`src/rtl/wdt_pkg.sv`:
```
package wdt_pkg;

    localparam int unsigned WDT_DEF_DIV = 8192;
    localparam int unsigned WDT_TICK_W  = 2;

    typedef enum logic [1:0] {
        WDT_HOLD_OFF = 2'd0,
        WDT_RESTART  = 2'd1,
        WDT_RUN      = 2'd2
    } wdt_mode_e;

    typedef struct packed {
        wdt_mode_e mode;
        logic      tick;
    } wdt_ctrl_t;

    function automatic wdt_mode_e wdt_pick_mode(input logic en, input logic stb, input logic hit);
        if (!en) begin
            return WDT_HOLD_OFF;
        end
        if (stb && hit) begin
            return WDT_RESTART;
        end
        return WDT_RUN;
    endfunction

endpackage

```
`src/rtl/wdt_prescaler.sv`:
```
module wdt_prescaler
    import wdt_pkg::*;
#(
    parameter int unsigned DIV = WDT_DEF_DIV
) (
    input  logic      clk,
    input  logic      rst,
    input  wdt_mode_e mode,
    output logic      tick
);
    localparam int unsigned PRE_W = (DIV > 1) ? $clog2(DIV) : 1;
    localparam logic [PRE_W-1:0] LAST = PRE_W'(DIV - 1);

    logic [PRE_W-1:0] phase;

    always_ff @(posedge clk) begin
        if (rst) begin
            phase <= '0;
        end else if (mode == WDT_RUN) begin
            phase <= (phase == LAST) ? '0 : phase + 1'b1;
        end else begin
            phase <= '0;
        end
    end

    assign tick = (mode == WDT_RUN) && (phase == LAST);

    a_r2_wrap: assert property (@(posedge clk) disable iff (rst)
        tick |=> (phase == '0));
    a_r2_in_range: assert property (@(posedge clk) disable iff (rst)
        phase <= LAST);
    a_r7_phase_idle: assert property (@(posedge clk) disable iff (rst)
        (mode == WDT_HOLD_OFF) |=> (phase == '0));
endmodule

```
`src/rtl/wdt_tick_counter.sv`:
```
module wdt_tick_counter
    import wdt_pkg::*;
#(
    parameter int unsigned TICK_W = WDT_TICK_W
) (
    input  logic              clk,
    input  logic              rst,
    input  wdt_ctrl_t         ctrl,
    output logic [TICK_W-1:0] cnt,
    output logic              near_term
);
    localparam logic [TICK_W-1:0] TERM = {TICK_W{1'b1}};
    localparam logic [TICK_W-1:0] PRE_TERM = TERM - 1'b1;

    always_ff @(posedge clk) begin
        if (rst) begin
            cnt <= '0;
        end else begin
            case (ctrl.mode)
                WDT_RUN: begin
                    if (ctrl.tick && (cnt != TERM)) begin
                        cnt <= cnt + 1'b1;
                    end
                end
                default: cnt <= '0;
            endcase
        end
    end

    assign near_term = (cnt == PRE_TERM);

    a_r3_step: assert property (@(posedge clk) disable iff (rst)
        (ctrl.mode == WDT_RUN && ctrl.tick && cnt != TERM) |=> (cnt == $past(cnt) + 1'b1));
    a_r9_saturate: assert property (@(posedge clk) disable iff (rst)
        (ctrl.mode == WDT_RUN && cnt == TERM) |=> (cnt == TERM));
    a_r5_cnt_clear: assert property (@(posedge clk) disable iff (rst)
        (ctrl.mode == WDT_RESTART) |=> (cnt == '0));
endmodule

```
`src/rtl/wdt_fire_flag.sv`:
```
module wdt_fire_flag
    import wdt_pkg::*;
(
    input  logic      clk,
    input  logic      rst,
    input  wdt_ctrl_t ctrl,
    input  logic      near_term,
    output logic      fire
);
    always_ff @(posedge clk) begin
        if (rst) begin
            fire <= 1'b0;
        end else if (ctrl.mode != WDT_RUN) begin
            fire <= 1'b0;
        end else if (ctrl.tick && near_term) begin
            fire <= 1'b1;
        end
    end

    a_r8_hold: assert property (@(posedge clk) disable iff (rst)
        (fire && ctrl.mode == WDT_RUN) |=> fire);
    a_r7_fire_low: assert property (@(posedge clk) disable iff (rst)
        (ctrl.mode == WDT_HOLD_OFF) |=> !fire);
endmodule

```
`src/rtl/wdt_top.sv`:
```
module wdt_top
    import wdt_pkg::*;
#(
    parameter int unsigned PRESCALE_DIV = WDT_DEF_DIV,
    parameter int unsigned TICK_W       = WDT_TICK_W
) (
    input  logic              clk,
    input  logic              rst,
    input  logic              wd_en,
    input  logic              wr_stb,
    input  logic              wr_addr_hit,
    output logic              wdt_reset,
    output logic              tick_pulse,
    output logic [TICK_W-1:0] tick_cnt
);
    localparam logic [TICK_W-1:0] TERM = {TICK_W{1'b1}};

    wdt_ctrl_t ctrl;
    logic      near_term;

    assign ctrl.mode = wdt_pick_mode(wd_en, wr_stb, wr_addr_hit);

    wdt_prescaler #(.DIV(PRESCALE_DIV)) u_pre (
        .clk  (clk),
        .rst  (rst),
        .mode (ctrl.mode),
        .tick (ctrl.tick)
    );

    wdt_tick_counter #(.TICK_W(TICK_W)) u_cnt (
        .clk       (clk),
        .rst       (rst),
        .ctrl      (ctrl),
        .cnt       (tick_cnt),
        .near_term (near_term)
    );

    wdt_fire_flag u_flag (
        .clk       (clk),
        .rst       (rst),
        .ctrl      (ctrl),
        .near_term (near_term),
        .fire      (wdt_reset)
    );

    assign tick_pulse = ctrl.tick;

    // the flag and the counter reach terminal together
    a_r4_fire_at_term: assert property (@(posedge clk) disable iff (rst)
        wdt_reset == (tick_cnt == TERM));
    a_r5_service: assert property (@(posedge clk) disable iff (rst)
        (wd_en && wr_stb && wr_addr_hit) |=> (!wdt_reset && tick_cnt == '0));
    a_r1_after_reset: assert property (@(posedge clk)
        rst |=> (!wdt_reset && tick_cnt == '0));
endmodule

```
`config.mk`:
```
export PLATFORM = sky130hd
export DESIGN_NAME = wdt_top
export DESIGN_NICKNAME = d
export VERILOG_FILES = /design/src/rtl/wdt_pkg.sv /design/src/rtl/wdt_prescaler.sv /design/src/rtl/wdt_tick_counter.sv /design/src/rtl/wdt_fire_flag.sv /design/src/rtl/wdt_top.sv
export SDC_FILE = /design/constraint.sdc
export NUM_CORES = 1
export LEC_CHECK = 0
export BUFFER_PORTS_ARGS = -buffer_cell sky130_fd_sc_hd__buf_2
export CORE_AREA = 2 2 43 45
export CTS_CLUSTER_DIAMETER = 150
export CTS_CLUSTER_SIZE = 10
export DETAILED_ROUTE_END_ITERATION = 7
export DIE_AREA = 0 0 45 47
export PLACE_DENSITY = 0.73
export SYNTH_ARGS = -nofsm -noshare
export SYNTH_HDL_FRONTEND = slang
export SYNTH_SLANG_ARGS = --single-unit
```
`constraint.sdc`:
```
create_clock -name clk -period 4 [get_ports clk]
set_input_delay 0.6 -clock clk [delete_from_list [all_inputs] [get_ports clk]]
set_output_delay 0.6 -clock clk [all_outputs]
set_load 0.02 [all_outputs]
```
## Yosys cells after proc, flatten, opt, wreduce, memory -nomap -nowiden

Cells that the tools add are included.

- Logic and storage cells: 24
- Flip-flop bits (word level): 16
- Input port bits: 5

- Reduce and logical (&&, ||, !) cells: 7
- $add $sub $neg: 2
- Eq/ne operators: 5
- Mux-type cells: 6
- Bitwise logic cells: 1

Operators with widths:

| kind | count |
|---|---|
| adder 13 x 1 -> 13 bit (second input constant) | 1 |
| equality test 13 bit (second input constant) | 1 |
| two-way mux 2 bit | 4 |
| equality test 2 bit (second input constant) | 2 |
| logical AND 1 bit | 4 |
| inequality test 2 bit (second input constant) | 2 |
| OR reduction 2 bit | 2 |
| OR reduction 3 bit | 1 |
| adder 2 x 1 -> 2 bit (second input constant) | 1 |
| two-way mux 1 bit | 2 |
| NOT 1 bit | 1 |

## Logic depth before layout (Yosys ltp)

Gate-level depths: netlist of the first run.

- Depth in word-level cells: 8
- Depth in mapped cells: 6

## Cells and area by module

Synthesis of the first run repeated with hierarchy kept, for this count alone.

- Cell total of the unflattened synthesis: 80
- Area, all modules: 765.7 um2

By module, submodules not included:

| module | area an instance (um2) | sequential area each (um2) | cells an instance | times used |
|---|---|---|---|---|
| wdt_prescaler | 594.3 | 260.2 | 64 | 1 |
| wdt_tick_counter | 113.9 | 40.0 | 11 | 1 |
| wdt_fire_flag | 40.0 | 20.0 | 3 | 1 |
| wdt_top | 17.5 | 0.0 | 2 | 1 |

## Worst setup path before layout of the first run

OpenSTA, ideal clock, no wires.

- Path kind: reg2out
- Start: register u_pre.phase[0]
- End: output port tick_pulse
- Data required time: 3400 ps
- Slack: 1888 ps
- Cell stages (with the launch flop): 6
- Path buffers: 1
- Arrival: 1512 ps
- Cells stage by stage: dfxtp_1 > ha_1 > nand4_2 > or3b_1 > buf_2 > nor2_1

- Word-level cells in the longest chain between the ends: 2

RTL lines:

| what | RTL line | RTL |
|---|---|---|
| start, declared | wdt_prescaler.sv:14 | `logic [PRE_W-1:0] phase;` |
| start signal, assigned | wdt_prescaler.sv:20 | `phase <= (phase == LAST) ? '0 : phase + 1'b1;` |
| equality test 13 bit | wdt_prescaler.sv:26 | `assign tick = (mode == WDT_RUN) && (phase == LAST);` |
| logical AND 1 bit | wdt_prescaler.sv:26 |  |
| end, declared | wdt_top.sv:13 | `output logic tick_pulse,` |

No other way between the ends.

## Final worst setup path of the first run

Same ends and word-level chain as after synthesis.

==> reports/qor.yml, run 1 <==
power:
  pwr_density_cell_nw_per_um2: 337.2
  finalPower_uw: 272.5
  vdd_ir_drop_max_v: 0.0001619
  p_leak_uw: 0.0002769
sta:
  fin_skew_ns: 0.001424
  relSlewSlack: 0.7838
  tightest_slew_ns: 0.3214
  setup_viol: 0
  fin_crit_ns: 2.450
  hold_viol_final: 0
  fin_setup_tns_ns: 0
  hold_ws_ns: 0.4493
  fin_crit_sh: 0.6124
  fmax_mhz: 408.2
  setup_ws_ns: 1.550
  drv_slew: 0
  rsz0062_at_grt: "false"
die:
  dieArea_sq_um: 2115
  fp-row-count: 15
  die-height_um: 47
  ios: 9
  core_region_area_sq_um: 1652
  initial_core_util: 0.4356
  dieWidth_um: 45
synth:
  avgSynthCellArea_sq_um: 8.668
  syn-cell-area_sq_um: 719.4
  yosys.cell_types.count: 24
  synth_area_leaders: "dfxtp_1, xnor2_1, nor2_1"
  synth_seq_cells: 16
  netlist_instances: 83
  synth_top_area_cell: "dfxtp_1"
  yosysTopAreaCellShare: 0.4452
  ys_seq_area_frac: 0.4452
  syn_nets: 91
  ys.warnings.count: 0
clock_tree:
  htreeDepth: 1
  cts_buffers: 3
  clock_sinks: 16
  cts_tree: "yes"
  clk_pin_slew_ns: 0.09
  post_cts_buffers: 0
  clk_latency_ns: 0.29
  cts_buffer_depth: 2
  hold_buffers: 0
  cts_resized: 0
  root_buffer: "clkbuf_4"
detailed_routing:
  viasPerCell: 5.100
  routed_wl_um: 1120
  dr.pass1.iters: 4
  postRouteAntennaNets: 0
  vias: 561
  wl_per_cell_um: 10.18
  drt_iter0_drc: 7
  post-route-drc-count: 0
finish:
  num_antenna_cells: 0
  drive_above_1_share: 0.1505
  fin_nets: 102
  post-route-util: 0.4894
  area_delta_synth_final_pct: 12.35
setup_path:
  ff2ff_setup_slack_ns: 2.06
  start_kind: "flop"
  path_cells: "ha_1 -> nand4_2 -> or3b_1 -> nor2_1 -> buf_2"
  crit_slowest_cell: "or3b_1"
  max_stage_delay_ns: 0.51
  cp_top_family: "simple AND/OR/NAND/NOR gates"
  cp.required_ns: 3.40
  worst-path-buf-inv: 1
  end_kind: "output pin"
  arrival_ns: 1.85
  critPathKind: "reg2out"
  path_max_fanout: 7
global_route:
  grt.total_usage: 0.1335
  antenna_found_initial: 0
  grt_max_degree: 12
  grt_pass1_vias: 494
  grt_pass1_wl_um: 1945
  grt-ovfl-total: 0
run:
  cap_violations: 0
placed_design:
  dp_hpwl_um: 840.2
  dp_slack_ns: 1.850
  gp_congestion: 0.7729
  io_buffers: 8
hold_path:
  hold_path_class: "reg2reg"
outcome:
  outcome: "finished clean"
[worst paths after layout]
path                            depth (start not counted)            to           start
worst max register to register                          5  u_cnt.cnt[0]  u_pre.phase[0]
worst max-delay path                                    5    tick_pulse  u_pre.phase[0]
worst min register to register                          2   u_flag.fire     u_flag.fire
worst min-delay path                                    2   u_flag.fire     u_flag.fire
[power breakdown]
group / switching [uW] / total [uW] / internal [uW] / leakage [uW]
sequential: 0.734 / 161 / 160 / 0.000129
combinational: 3.89 / 6.69 / 2.81 / 0.000127
clock: 49.7 / 105 / 55.5 / 0.0000210
[routing by layer]
metal,global-route usage,wire (um),vias up
met4,0.1059,28,0
met5,0,0,-
met1,0.1513,542,247
met2,0.2057,495,11
met3,0.04615,54,4
li1,-,-,299
[cell usage after synthesis]
master and instances:
clkbuf_1 1, nand4_2 1, or3b_1 1, buf_2 1, a21oi_1 3, or4_1 1
ha_1 3, nor2_1 15, nand3_1 6, nor3_1 3, nand3b_1 1, a31o_2 1
o21ai_0 1, nand2_1 4, xnor2_1 7, nor4_1 2, dfxtp_1 16, o31a_1 1
o31ai_1 1, and4_1 1, or3_1 2, xor2_1 3, inv_1 7, a211oi_1 1
[per-stage QoR]
step           instance area, sq um  instances
6_report                      808.3        110
5_1_grt                       808.3        110
4_1_cts                       808.3        110
3_5_place_dp                  772.0        106
3_3_place_gp                  772.0        106
2_1_floorplan                 719.4         83
[cell families (layout without fill, tap and decap cells)]
family | after synthesis | count (layout) | share of synthesized area
AND/OR/NAND/NOR | 37 | 37 | 0.2591
adder cells (fa/ha/maj) | 3 | 3 | 0.05218
buffers and inverters | 9 | 19 | 0.04869
XOR/XNOR | 10 | 10 | 0.1217
flip-flops | 16 | 16 | 0.4452
AO/OA/AOI/OAI | 8 | 8 | 0.07304
[area by class of cell]
cell class                 instances  area, sq um
timing repair buffer               8        40.04
inverter                           7        26.28
sequential                        16        320.3
tap                               17        21.27
multi-input combinational         58        364.1
fill                             166        843.3
clock buffer                       4        36.28
[sequential cells by signal, indices dropped and copies added (netlist names)]
register,cells
u_pre.phase,13
u_flag.fire,1
u_cnt.cnt,2
[placed cells by master (no fill, tap or decap), drive strengths merged]
master and count:
a211oi 1, a21oi 3, a31o 1, and4 1, buf 8, clkbuf 4
dfxtp 16, ha 3, inv 7, nand2 4, nand3 6, nand3b 1
nand4 1, nor2 15, nor3 3, nor4 2, o21ai 1, o31a 1
o31ai 1, or3 2, or3b 1, or4 1, xnor2 7, xor2 3
[worst register-to-register path, cell delays in order, from the launching register on]
cell and delay (ns):
dfxtp_1 0.38, ha_1 0.23, nand4_2 0.16, or3b_1 0.51, or4_1 0.43, a21oi_1 0.16
No activity file was read; power rests on OpenSTA's default activity.
==> inputs of run 2 (changes only) <==
==> constraint.sdc (replaced) <==
create_clock -name clk -period 2.3 [get_ports clk]
set_input_delay 0.345 -clock clk [delete_from_list [all_inputs] [get_ports clk]]
set_output_delay 0.345 -clock clk [all_outputs]
set_load 0.02 [all_outputs]
==> run 2 against run 1 <==
  * Hold slack got worse by 0.0061 ns
  * Highest routed layer unchanged
  * Final area decreased by 1.4%
  * Die area is the same
  * Non-clock buffer count is the same
  * Final cell count shrank 0.91%
  * Clock skew is 0.0068 ns higher
  * Clock power is 35% higher
  * Critical path type unchanged
  * Register-to-register slack got worse by 1.7 ns
  * Count of clock-buffer cells in the layout fell by 1
  * Routed wire length rose by 1.3%
  * Global-route usage is 0.79 points higher
  * Critical path depth did not move
==> reports/qor.yml, run 2 (synthesis gave the netlist of run 1 again) <==
outcome:
  outcome: "finished clean"
global_route:
  grt_pass1_wl_um: 2118
  grt_pass1_vias: 537
  antenna_found_initial: 0
  grt-ovfl-total: 0
  grt_max_degree: 12
  grt.total_usage: 0.1415
die:
  fp-row-count: 15
  dieWidth_um: 45
  initial_core_util: 0.4356
  dieArea_sq_um: 2115
  die-height_um: 47
  ios: 9
  core_region_area_sq_um: 1652
finish:
  fin_nets: 102
  num_antenna_cells: 0
  final_cell_count_no_fill: 109
  regMostFlops: "u_pre.phase"
  drive_above_1_share: 0.1522
  largest_register_ffs: 13
  final_cell_mix: "dfxtp_1, nor2_1, buf_2"
  reg_top3: "u_pre.phase: 13 flops, u_cnt.cnt: 2 flops, u_flag.fire: 1 flops"
  area_delta_synth_final_pct: 10.78
  final_common_cell: "dfxtp_1"
  final_area_sq_um: 797.0
power:
  clkPwrFrac: 0.328
  internal-power_uw: 344.0
  pwr-share-comb: 0.027
  pwr_density_cell_nw_per_um2: 544.1
  vdd_ir_drop_max_v: 0.0002348
  p_leak_uw: 0.0002716
  switching_share: 0.2067
  p_switching_uw: 89.64
  power_frac_seq: 0.645
sta:
  fin_crit_ns: 2.159
  fin_crit_sh: 0.9387
  hold_viol_final: 0
  drv_slew: 0
  rsz0062_at_grt: "false"
  tightest_slew_ns: 0.3294
  relSlewSlack: 0.7784
  fin_skew_ns: 0.008220
  setup_viol: 0
  fin_setup_tns_ns: 0
  fmax_mhz: 463.2
  setup_ws_ns: 0.1409
placed_design:
  dp_slack_ns: 0.3550
  gp_congestion: 0.7590
  dp.cells: 106
  io_buffers: 8
  dp_hpwl_um: 858.2
  placed_area_sq_um: 772.0
detailed_routing:
  routed_wl_um: 1135
  postRouteAntennaNets: 0
  viasPerCell: 5.055
  wl_per_cell_um: 10.41
  drt_iter0_drc: 5
  vias: 551
  post-route-drc-count: 0
  dr.pass1.iters: 4
setup_path:
  r2r_cells: 5
  path_cells: "ha_1 -> nand4_2 -> or3b_4 -> nor2_1 -> buf_2"
  max_stage_delay_ns: 0.47
  critPathKind: "reg2out"
  path_max_fanout: 7
  arrival_ns: 1.81
  rr_endpoint: "u_cnt.cnt[0]"
  end_kind: "output pin"
  cp.required_ns: 1.96
  ff2ff_setup_slack_ns: 0.41
  r2r-start: "u_pre.phase[0]"
  crit_slowest_cell: "or3b_4"
  start_kind: "flop"
clock_tree:
  cts_tree: "yes"
  root_buffer: "clkbuf_4"
  clk_latency_ns: 0.29
  cts_buffer_depth: 2
  clk_pin_slew_ns: 0.09
  clock_sinks: 16
  htreeDepth: 1
  cts_buffers: 3
hold_path:
  hold_path_class: "in2reg"
  hold_end: "u_flag.fire"
  holdPathStages: 3
  hp-start: "rst"
run:
  cap_violations: 0
## run 2: critical path, delay by kind of cell, from the launching register on
family | cells | cell delay (ns)
and+or+nand+nor | 3 | 0.75
adders and majority gates | 1 | 0.24
DFF | 1 | 0.38
buffers and inverters | 1 | 0.17
## run 2: final cells by class
| cell class | count | area (sq um) |
|---|---|---|
| multi-input cells | 58 | 366.6 |
| repair buffers | 8 | 40.04 |
| fillers | 168 | 854.6 |
| clock buffers | 3 | 22.52 |
| well taps | 17 | 21.27 |
| flip-flops and latches | 16 | 320.3 |
| inverters | 7 | 26.28 |
## run 2: what timing repair did
item,4_1_cts,5_1_grt
hold buffers,0,0
setup buffers,0,0
resized for setup,0,1
setup endpoints to repair,0,1
## run 2: how the worst max path moves through the flow
stage                         from            to  slack [ns]  cells after the start
floorplan           u_pre.phase[0]    tick_pulse        0.44                      5
global placement    u_pre.phase[0]    tick_pulse        0.46                      5
detailed placement  u_pre.phase[0]  u_cnt.cnt[0]        0.35                      5
CTS                 u_pre.phase[0]    tick_pulse        0.06                      5
global route        u_pre.phase[0]    tick_pulse        0.04                      5
finish              u_pre.phase[0]    tick_pulse        0.14                      5
## run 2: metal layers
| layer | vias to the layer above | track usage | routed length (um) |
|---|---|---|---|
| li1 | 300 | - | - |
| met1 | 235 | 0.1675 | 541 |
| met2 | 14 | 0.2229 | 515 |
| met3 | 2 | 0.05769 | 66 |
| met4 | 0 | 0.07059 | 12 |
| met5 | - | 0 | 0 |
## run 2: through the flow
| stage | util | power [uW] | hold WS [ns] |
|---|---|---|---|
| final | 0.4826 | 433.6 | 0.4432 |
| after global routing | 0.4826 | 453.7 | 0.4622 |
| after global placement | 0.4674 | 297.5 | 0.4364 |
| after floorplan | - | 292.9 | 0.4302 |
| after detailed placement | 0.4674 | 298.2 | 0.4418 |
| after CTS | 0.4811 | 442.3 | 0.4429 |
## run 2: power groups by stage
stage / combinational, uW / clock, uW / sequential (uW)
floorplan: 7.17 / 0 / 286
global placement: 11.7 / 0 / 286
detailed placement: 12.1 / 0 / 286
CTS: 12.1 / 151 / 280
global route: 13.5 / 160 / 280
finish: 11.7 / 142 / 280
==> inputs of run 3 (changes only) <==
==> constraint.sdc (replaced) <==
create_clock -name clk -period 2.47 [get_ports clk]
set_input_delay 0.3705 -clock clk [delete_from_list [all_inputs] [get_ports clk]]
set_output_delay 0.3705 -clock clk [all_outputs]
set_load 0.02 [all_outputs]
==> run 3 against run 2 <==
  * Core utilization is 0.15 points lower
  * Sequential power down 7.1%
  * Largest power group unchanged
  * Global-route usage is essentially flat
  * Critical endpoint unchanged
==> reports/qor.yml, run 3 (synthesis gave the netlist of run 1 again) <==
outcome:
  outcome: "finished clean"
power:
  power_frac_seq: 0.648
  vdd_ir_drop_max_v: 0.0002737
  switching_share: 0.2032
  clkPwrFrac: 0.325
  internal-power_uw: 320.2
  p_switching_uw: 81.66
  pwr_density_cell_nw_per_um2: 505.8
  p_leak_uw: 0.0002697
  finalPower_uw: 401.8
  pwr-share-comb: 0.027
setup_path:
  ff2ff_setup_slack_ns: 0.58
  crit_path_end: "tick_pulse"
  critPathKind: "reg2out"
  worst-path-buf-inv: 1
  rr_endpoint: "u_cnt.cnt[0]"
  crit_start: "u_pre.phase[0]"
  arrival_ns: 1.82
  r2r_cells: 5
  r2r-start: "u_pre.phase[0]"
  path_max_fanout: 7
  end_kind: "output pin"
  path_cells: "ha_1 -> nand4_2 -> or3b_1 -> nor2_1 -> buf_2"
  cp_top_family: "simple AND/OR/NAND/NOR gates"
  cp.required_ns: 2.10
  max_stage_delay_ns: 0.50
  crit_slowest_cell: "or3b_1"
  start_kind: "flop"
  cp.depth: 5
die:
  dieArea_sq_um: 2115
  dieWidth_um: 45
  ios: 9
  fp-row-count: 15
  initial_core_util: 0.4356
  core_region_area_sq_um: 1652
  die-height_um: 47
global_route:
  grt.total_usage: 0.1414
  grt_pass1_wl_um: 2049
  grt-ovfl-total: 0
  grt_pass1_vias: 507
  grt_max_degree: 12
  antenna_found_initial: 0
finish:
  seq_area_sq_um: 320.3
  num_antenna_cells: 0
  reg_top3: "u_pre.phase: 13 flops, u_cnt.cnt: 2 flops, u_flag.fire: 1 flops"
  regMostFlops: "u_pre.phase"
  fin_nets: 102
  multi_input_area_sq_um: 364.1
  final_common_cell: "dfxtp_1"
  largest_register_ffs: 13
  drive_above_1_share: 0.1413
  final_cell_mix: "dfxtp_1, nor2_1, buf_2"
  area_delta_synth_final_pct: 10.43
  fillCellCount: 170
run:
  cap_violations: 0
placed_design:
  dp_slack_ns: 0.5812
  gp_congestion: 0.8029
  io_buffers: 8
  dp_hpwl_um: 878.9
clock_tree:
  htreeDepth: 1
  cts_buffer_depth: 2
  cts_resized: 0
  root_buffer: "clkbuf_4"
  clock_sinks: 16
  post_cts_buffers: 0
  hold_buffers: 0
  cts_buffers: 3
  cts_tree: "yes"
  clk_latency_ns: 0.28
  clk_pin_slew_ns: 0.09
detailed_routing:
  routed_wl_um: 1129
  viasPerCell: 5.018
  vias: 547
  postRouteAntennaNets: 0
  wl_per_cell_um: 10.36
  dr.pass1.iters: 2
  post-route-drc-count: 0
  drt_iter0_drc: 8
sta:
  fin_crit_ns: 2.191
  fmax_mhz: 456.4
  setup_viol: 0
  hold_ws_ns: 0.4440
  fin_skew_ns: 0.008209
  fin_setup_tns_ns: 0
  drv_slew: 0
  setup_ws_ns: 0.2790
  rsz0062_at_grt: "false"
  tightest_slew_ns: 0.3704
  fin_crit_sh: 0.8871
  relSlewSlack: 0.7508
  hold_viol_final: 0
hold_path:
  hold_path_class: "reg2reg"
==> run 3: cell counts in the layout (fill, tap and decap cells not counted) <==
Identical to the previous run, type by type.
==> run 3: power by group through the flow <==
stage | registers, uW | clock network, uW | logic [uW]
final | 260 | 131 | 10.9
after detailed placement | 266 | 0 | 11.0
after global routing | 260 | 153 | 13.2
after CTS | 260 | 142 | 11.1
after floorplan | 266 | 0 | 6.67
after global placement | 266 | 0 | 10.8
==> run 3: cell type report <==
type	instances	share of cell area
clock buffer	3	0.02835
sequential	16	0.4031
multi-input combinational	58	0.4583
inverter	7	0.03307
tap	17	0.02677
timing repair buffer	8	0.05039
==> run 3: tightest hold or removal path: stages (launching register included) <==
cell,delay [ns]
dfxtp_1,0.31
inv_1,0.04
a21oi_1,0.05
==> run 3: through the flow <==
stage          instance area (sq um)  std cells    util
6_report                       794.5        109  0.4811
5_1_grt                        794.5        109  0.4811
4_1_cts                        794.5        109  0.4811
3_5_place_dp                   772.0        106  0.4674
3_3_place_gp                   772.0        106  0.4674
2_1_floorplan                  719.4         83       -
==> run 3: per-layer routing <==
| layer | vias to the layer above | GRT usage | wire (um) |
|---|---|---|---|
| met2 | 13 | 0.2457 | 537 |
| met5 | - | 0 | 0 |
| met4 | 0 | 0.07059 | 13 |
| met3 | 2 | 0.05769 | 76 |
| li1 | 297 | - | - |
| met1 | 235 | 0.1482 | 502 |
==> run 3: worst min path at each step <==
| stage | from | end | slack (ns) | cells past startpoint |
|---|---|---|---|---|
| after floorplan | u_pre.phase[0] | u_pre.phase[0] | 0.43 | 1 |
| after global placement | u_flag.fire | u_flag.fire | 0.44 | 2 |
| after detailed placement | u_flag.fire | u_flag.fire | 0.44 | 2 |
| after CTS | u_flag.fire | u_flag.fire | 0.45 | 2 |
| after global routing | u_flag.fire | u_flag.fire | 0.47 | 2 |
| final | u_flag.fire | u_flag.fire | 0.44 | 2 |
